<file path="config.mk">
export PLATFORM = sky130hd
export DESIGN_NAME = hdma_ring_addr
export DESIGN_NICKNAME = d
export VERILOG_FILES = /design/src/rtl/hdma_pkg.sv /design/src/rtl/hdma_ring_ptr.sv /design/src/rtl/hdma_ring_ctrl.sv /design/src/rtl/hdma_lane_pack.sv /design/src/rtl/hdma_ring_addr.sv
export SDC_FILE = /design/constraint.sdc
export NUM_CORES = 1
export LEC_CHECK = 0
export ABC_AREA = 1
export BUFFER_PORTS_ARGS = -buffer_cell sky130_fd_sc_hd__buf_2
export CORE_ASPECT_RATIO = 1.75
export CORE_UTILIZATION = 63
export CTS_BUF_LIST = sky130_fd_sc_hd__clkbuf_8
export DETAILED_ROUTE_END_ITERATION = 8
export GPL_ROUTABILITY_DRIVEN = 1
export PLACE_DENSITY_LB_ADDON = 0.15
export SYNTH_ARGS = -nofsm -noshare
export SYNTH_HDL_FRONTEND = slang
export SYNTH_SLANG_ARGS = --single-unit
</file>
<file path="constraint.sdc">
create_clock -name clk -period 6.2 [get_ports clk]
set_input_delay 0.31 -clock clk [delete_from_list [all_inputs] [get_ports clk]]
set_output_delay 0.31 -clock clk [all_outputs]
set_load 0.01 [all_outputs]
</file>
<file path="src/rtl/hdma_pkg.sv">
package hdma_pkg;
  localparam int NDIR = 2;
  localparam int DIR_TX = 0;
  localparam int DIR_RX = 1;

  // strobes from control to a ring pointer datapath
  typedef struct packed {
    logic reload;
    logic advance;
  } ringStb_t;

  // regAddr[3:2] selects the group, regAddr[1:0] the item inside it
  typedef enum logic [1:0] {
    GRP_GLOBAL = 2'd0,
    GRP_TX     = 2'd1,
    GRP_RX     = 2'd2,
    GRP_NONE   = 2'd3
  } regGrp_e;
endpackage

</file>
<file path="src/rtl/hdma_ring_ptr.sv">
module hdma_ring_ptr
  import hdma_pkg::*;
#(
  parameter int AW = 16,
  parameter logic [AW-1:0] RST_START = '0
) (
  input  logic          clk,
  input  logic          rstN,
  input  ringStb_t      stb,
  input  logic [AW-1:0] startPtr,
  input  logic [AW-1:0] endPtr,
  output logic [AW-1:0] cur
);
  always_ff @(posedge clk) begin
    if (!rstN) begin
      cur <= RST_START;
    end else if (stb.reload) begin
      cur <= startPtr;
    end else if (stb.advance) begin
      cur <= (cur == endPtr) ? startPtr : cur + 1'b1;
    end
  end
endmodule

</file>
<file path="src/rtl/hdma_ring_ctrl.sv">
module hdma_ring_ctrl
  import hdma_pkg::*;
#(
  parameter int AW       = 16,
  parameter int TX_WORDS = 512,
  parameter int RX_WORDS = 128
) (
  input  logic            clk,
  input  logic            rstN,
  input  logic            regWrEn,
  input  logic [3:0]      regAddr,
  input  logic [31:0]     regWrData,
  output logic [31:0]     regRdData,
  input  logic [NDIR-1:0] tick,
  input  logic [AW-1:0]   curAddr [NDIR],
  output ringStb_t        dirStb  [NDIR],
  output logic [AW-1:0]   startPtr[NDIR],
  output logic [AW-1:0]   endPtr  [NDIR],
  output logic [3:0]      status,
  output logic            irq
);
  localparam int RX_BASE = TX_WORDS;

  function automatic logic [AW-1:0] rstStart(input int d);
    return AW'((d == DIR_TX) ? 0 : RX_BASE);
  endfunction
  function automatic logic [AW-1:0] rstMid(input int d);
    return AW'((d == DIR_TX) ? (TX_WORDS / 2 - 1) : (RX_BASE + RX_WORDS / 2 - 1));
  endfunction
  function automatic logic [AW-1:0] rstEnd(input int d);
    return AW'((d == DIR_TX) ? (TX_WORDS - 1) : (RX_BASE + RX_WORDS - 1));
  endfunction

  logic [7:0]    ctrlQ;
  logic          dmaEnQ;
  logic [3:0]    maskQ;
  logic [3:0]    lastQ;
  logic          irqQ;
  logic [AW-1:0] startQ[NDIR];
  logic [AW-1:0] midQ  [NDIR];
  logic [AW-1:0] endQ  [NDIR];
  logic [NDIR-1:0] belowMid;
  logic          holdEng;
  logic          runEng;
  regGrp_e       grp;
  logic          unusedWr;

  assign holdEng  = ctrlQ[0];
  assign runEng   = !holdEng && dmaEnQ;
  assign grp      = regGrp_e'(regAddr[3:2]);
  assign unusedWr = ^regWrData[31:AW];

  for (genvar d = 0; d < NDIR; d++) begin : g_dir
    assign belowMid[d]       = curAddr[d] < midQ[d];
    assign dirStb[d].reload  = holdEng;
    assign dirStb[d].advance = runEng && tick[d];
    assign startPtr[d]       = startQ[d];
    assign endPtr[d]         = endQ[d];
  end

  assign status = {belowMid[DIR_RX], !belowMid[DIR_RX],
                   belowMid[DIR_TX], !belowMid[DIR_TX]};
  assign irq    = irqQ;

  always_ff @(posedge clk) begin
    if (!rstN) begin
      ctrlQ  <= 8'hFF;
      dmaEnQ <= 1'b0;
      maskQ  <= 4'h0;
      lastQ  <= 4'h0;
      irqQ   <= 1'b0;
      for (int d = 0; d < NDIR; d++) begin
        startQ[d] <= rstStart(d);
        midQ[d]   <= rstMid(d);
        endQ[d]   <= rstEnd(d);
      end
    end else begin
      if (regWrEn && grp == GRP_GLOBAL) begin
        case (regAddr[1:0])
          2'd0:    ctrlQ  <= regWrData[7:0];
          2'd1:    dmaEnQ <= regWrData[0];
          2'd2:    maskQ  <= regWrData[3:0];
          default: ;
        endcase
      end
      for (int d = 0; d < NDIR; d++) begin
        if (regWrEn && regAddr[3:2] == 2'(d + 1)) begin
          case (regAddr[1:0])
            2'd0:    startQ[d] <= regWrData[AW-1:0];
            2'd1:    midQ[d]   <= regWrData[AW-1:0];
            2'd2:    endQ[d]   <= regWrData[AW-1:0];
            default: ;
          endcase
        end
      end
      irqQ  <= !holdEng && |((status ^ lastQ) & maskQ);
      lastQ <= holdEng ? 4'h0 : status;
    end
  end

  always_comb begin
    regRdData = 32'h0;
    case (grp)
      GRP_GLOBAL: begin
        case (regAddr[1:0])
          2'd0:    regRdData = 32'(ctrlQ);
          2'd1:    regRdData = 32'(dmaEnQ);
          2'd2:    regRdData = 32'(maskQ);
          default: regRdData = 32'(status);
        endcase
      end
      GRP_TX, GRP_RX: begin
        case (regAddr[1:0])
          2'd0:    regRdData = 32'(startQ[grp == GRP_RX]);
          2'd1:    regRdData = 32'(midQ[grp == GRP_RX]);
          2'd2:    regRdData = 32'(endQ[grp == GRP_RX]);
          default: regRdData = 32'(curAddr[grp == GRP_RX]);
        endcase
      end
      default: regRdData = 32'h0;
    endcase
  end
endmodule

</file>
<file path="src/rtl/hdma_lane_pack.sv">
module hdma_lane_pack #(
  parameter int LANES  = 2,
  parameter int WORD_W = 32,
  parameter int CH_W   = 1
) (
  input  logic [CH_W-1:0]     laneChan,
  input  logic [7:0]          laneByte,
  input  logic                laneFill,
  output logic [WORD_W-1:0]   laneData,
  output logic [WORD_W/8-1:0] laneBe
);
  localparam int NBYTE = WORD_W / 8;
  logic [7:0] putByte;

  assign putByte = laneFill ? 8'hFF : laneByte;

  for (genvar l = 0; l < NBYTE; l++) begin : g_lane
    if (l < LANES) begin : g_used
      assign laneBe[l] = (laneChan == CH_W'(l));
    end else begin : g_spare
      assign laneBe[l] = 1'b0;
    end
    assign laneData[8*l +: 8] = laneBe[l] ? putByte : 8'h00;
  end
endmodule

</file>
<file path="src/rtl/hdma_ring_addr.sv">
module hdma_ring_addr
  import hdma_pkg::*;
#(
  parameter int ADDR_W   = 16,
  parameter int TX_WORDS = 512,
  parameter int RX_WORDS = 128,
  parameter int LANES    = 2,
  localparam int CH_W    = (LANES > 1) ? $clog2(LANES) : 1
) (
  input  logic              clk,
  input  logic              rstN,
  input  logic              regWrEn,
  input  logic [3:0]        regAddr,
  input  logic [31:0]       regWrData,
  output logic [31:0]       regRdData,
  input  logic              tickTx,
  input  logic              tickRx,
  output logic [ADDR_W-1:0] txAddr,
  output logic [ADDR_W-1:0] rxAddr,
  output logic [3:0]        halfStatus,
  output logic              irq,
  input  logic [CH_W-1:0]   laneChan,
  input  logic [7:0]        laneByte,
  input  logic              laneFill,
  output logic [31:0]       laneData,
  output logic [3:0]        laneBe
);
  ringStb_t          dirStb  [NDIR];
  logic [ADDR_W-1:0] curAddr [NDIR];
  logic [ADDR_W-1:0] startPtr[NDIR];
  logic [ADDR_W-1:0] endPtr  [NDIR];

  hdma_ring_ctrl #(
    .AW(ADDR_W), .TX_WORDS(TX_WORDS), .RX_WORDS(RX_WORDS)
  ) u_ctrl (
    .clk(clk), .rstN(rstN),
    .regWrEn(regWrEn), .regAddr(regAddr), .regWrData(regWrData),
    .regRdData(regRdData),
    .tick({tickRx, tickTx}),
    .curAddr(curAddr), .dirStb(dirStb),
    .startPtr(startPtr), .endPtr(endPtr),
    .status(halfStatus), .irq(irq)
  );

  for (genvar d = 0; d < NDIR; d++) begin : g_ring
    localparam logic [ADDR_W-1:0] ST = (d == DIR_TX) ? '0 : ADDR_W'(TX_WORDS);
    hdma_ring_ptr #(.AW(ADDR_W), .RST_START(ST)) u_ptr (
      .clk(clk), .rstN(rstN), .stb(dirStb[d]),
      .startPtr(startPtr[d]), .endPtr(endPtr[d]), .cur(curAddr[d])
    );
  end

  assign txAddr = curAddr[DIR_TX];
  assign rxAddr = curAddr[DIR_RX];

  hdma_lane_pack #(.LANES(LANES), .WORD_W(32), .CH_W(CH_W)) u_lane (
    .laneChan(laneChan), .laneByte(laneByte), .laneFill(laneFill),
    .laneData(laneData), .laneBe(laneBe)
  );
endmodule

</file>
==> summary.md <==
| Metric | Value |
|---|---|
| Status | finished clean |
| Clock buffer depth | 2 |
| Cell Area, Placed | 9350 um^2 |
| Pins Over Slew Limit | 0 |
| Detailed Route Iter0 Violations | about 750 |
| CP peak stage delay | 0.60 ns |
| Min-Delay Endpoint | u_ctrl.ctrlQ[0] |
| Ys async rst share | 0 |
| Unrepaired setup endpoints after global routing | false |
| Filler cell count | between 1k and 1.5k |
| Post-synth top cells | 197 x nand2_1, 143 x inv_1, 96 x edfxtp_1 |
| Avg WL per Cell | just over 20 um |
| # port buffers | about 110 |
| Minimum clock period | roughly 3.2 ns |
| Critical path's slowest cell | dfxtp_1 |
| All-Layer GR Usage | 0.389 |
| Root Buffer | clkbuf_8 |
| Die H | between 150 and 200 um |
| Post-Synth XOR/XNOR Area | 0.0411 |
| Antenna Nets Post-Route | 0 |
| # DRC | 0 |
| Num CTS Buffers | 17 |
| Crit start category | register |
| Tot Pwr | roughly 2.3 mW |
| DP HPWL | about 20,000 um |
| Mux contribution to synthesized area | 0 |
| NumNets Final | 1,256 |
| Main synth FF type | edfxtp_1 |
| Hold path startpoint | regWrData[0] |
| Worst min-delay path class | input port to register |
| Hold WS | between 0.09 and 0.1 ns |
| Cell Area, Synth | around 9000 um^2 |
| Dpl cells | ~1.3k |
| Max cap viols | 0 |
| Initial Utilization | 0.644 |
| CP endpoint kind | output port |
| CTS clk-pin slew, worst paths | roughly 0.09 ns |
| Cell area power density | 240 nW/um^2 |
| GP Congestion | around 1 |
| Post-synth EDFFs | 96 |
| Hold Violations, Final | 0 |
| Syn avg cell area | roughly 8.2 um^2 |
| Sequential element share of the synthesized area | 0.434 |
| Synth area leaders | edfxtp_1 32%, dfxtp_1 11%, nand2_1 8.3% |
| Cts repair resizes | 0 |
| Routed wire length | 27,600 um |
| Setup Slack @ Placement | 3.37 ns |
| Final setup vio count | 0 |
| FF-to-FF path depth | 10 |
| Yosys top cell by area | edfxtp_1 |
| ANT cells | 0 |
| Layout Cells excl Fill | 1,359 |
| Clock insertion delay at the later pin of the skew report | between 0.4 and 0.5 ns |
| Syn Inst Count | ~1.1k |
| Top cell type's share of synthesized area | 0.322 |
| Final WS setup | around 3 ns |
| H-tree depth | 4 |
| Reg-to-Reg End | u_ctrl.irq |
| Worst slew margin | 0.230 |
| Crit-path cells | ha_1 -> a21oi_1 -> o21ai_0 -> a21oi_1 -> nand2_2 -> nor2_1 -> o21ai_0 -> o21ai_1 -> buf_2 |
| Synth warn | 0 |
| Global-route wire length before repair | between 40,000 and 50,000 um |
| Area of the core | between 10,000 and 15,000 um^2 |
| WP data required | approximately 5.9 ns |
| Grt total ovfl | 0 |
| Final Cell Area | a little under 10,000 um^2 |
| Largest family of logic cells by synthesized area | simple AND/OR/NAND/NOR gates |
| CTS tree | built |
| R2R setup slack | ~3.9 ns |
| Peak VDD IR | about 0.14 mV |
| Leak Pwr | between 4 and 5 nW |
| R2R Path Start | g_ring[1].u_ptr.cur[13] |
| Register bit count reported by yosys | 146 |
| Layout area overhead | 8.97% |
| Largest net degree at the start of global routing | 42 |
| Crit Path Category | register to output port |
| Data arrival, critical path | between 2 and 3 ns |
| Worst hold path depth | 3 |
| Worst-margin pin slew | between 1 and 1.5 ns |
| IO Pins | 156 |
| FMAX | roughly 310 MHz |
| Synth Area in Adders | 0.0503 |
| Post-synthesis simple-gate area fraction | 0.191 |
| Compound-Gate Fraction of Synth Area | 0.158 |
| Vias per cell | ~6 |
| Fin util | 0.702 |
| Final worst path period share | 0.515 |
| Post-route setup TNS | 0 ns |
| DR pass1 iterations | 6 |
| Die Wd | a little over 90 um |
| Share of layout cells above drive strength 1 | 0.153 |
| Clock sink count | between 100 and 150 |
| Crit path max fanout | 9 |
| CTS hold repair buffers | 0 |
| Post-synthesis cell type count | slightly below 50 |
| Die ar. | between 10,000 and 15,000 um^2 |
| FP Rows | 57 |
| Count leader, synth | nand2_1 |
| Initial antenna violation count | 1 |
| Via count | around 8.2k |
| Clk_skew | 0.0141 ns |
| Vias in the first global route | ~7.9k |
| Postcts setup bufs | 0 |
==> routing by layer <==
metal	vias to the layer above	part of all wire	track usage
li1	3742	-	-
met2	554	0.48	0.632
met4	0	0.10	0.378
met1	3689	0.32	0.392
met5	-	0	0
met3	165	0.098	0.103
==> state kept, by name, indices dropped and copies added (netlist names) <==
register / flops
u_ctrl.lastQ: 4
u_ctrl.maskQ: 4
g_ring.u_ptr.cur: 32
u_ctrl.midQ: 32
u_ctrl.ctrlQ: 8
u_ctrl.irq: 1
u_ctrl.startQ: 32
u_ctrl.dmaEnQ: 1
u_ctrl.endQ: 32
==> worst max-delay path, delay by kind of cell (launching register included) <==
| kind | cells | cell delay (ns) |
|---|---|---|
| flops | 1 | 0.60 |
| fa+ha+maj | 1 | 0.32 |
| compound gates | 5 | 0.99 |
| buf+inv | 1 | 0.15 |
| simple gates | 2 | 0.35 |
==> worst max-delay path by stage <==
stage,start,endpoint,cells after the start
after floorplan,regAddr[2],u_ctrl.endQ[1][0],4
after global routing,g_ring[1].u_ptr.cur[13],regRdData[3],9
after CTS,g_ring[1].u_ptr.cur[13],regRdData[3],9
final,g_ring[1].u_ptr.cur[13],regRdData[3],9
after detailed placement,regAddr[1],u_ctrl.startQ[0][4],6
after global placement,regAddr[1],u_ctrl.startQ[0][3],6
==> final cells by class <==
class	instances	area, um^2	area share
Clock buffer	18	248	0.0254
Clock inverter	14	164	0.0168
Inverter	161	604	0.0619
Multi-Input combinational cell	733	4070	0.417
Sequential cell	146	3880	0.398
Tap cell	177	221	0.0227
Timing Repair Buffer	110	563	0.0577
==> power breakdown <==
group / internal, mW / switching [mW]
sequential: 1.09 / 0.0711
clock: 0.407 / 0.381
combinational: 0.136 / 0.257
total: 1.64 / 0.709
==> cells in the final DEF, fill, tap and decap left out, drive strengths merged, types with 5 or more instances in the layout <==
cell	Yosys	routed
nor3	13	13
nand2	207	207
nor2	91	91
nand4	10	10
xor2	20	20
nand3b	5	5
o211ai	12	12
ha	36	36
a21oi	83	83
o21ai	85	85
clkinv	4	8
o22ai	7	7
a221oi	19	19
xnor2	22	22
o2111ai	5	5
buf	64	110
dfxtp	50	50
inv	157	161
edfxtp	96	96
a2bb2oi	10	10
conb	1	34
nand3	53	53
clkbuf	19	18
a211oi	7	7
==> cell families (layout without fill, tap and decap cells) <==
kind of cell | count (synthesis) | in the layout
buf+inv | 244 | 303
fa+ha+maj | 36 | 36
other cells | 1 | 34
xor+xnor | 42 | 42
compound gates | 239 | 239
flops | 146 | 146
simple gates | 382 | 382
Power figures use the tool's default switching activity.
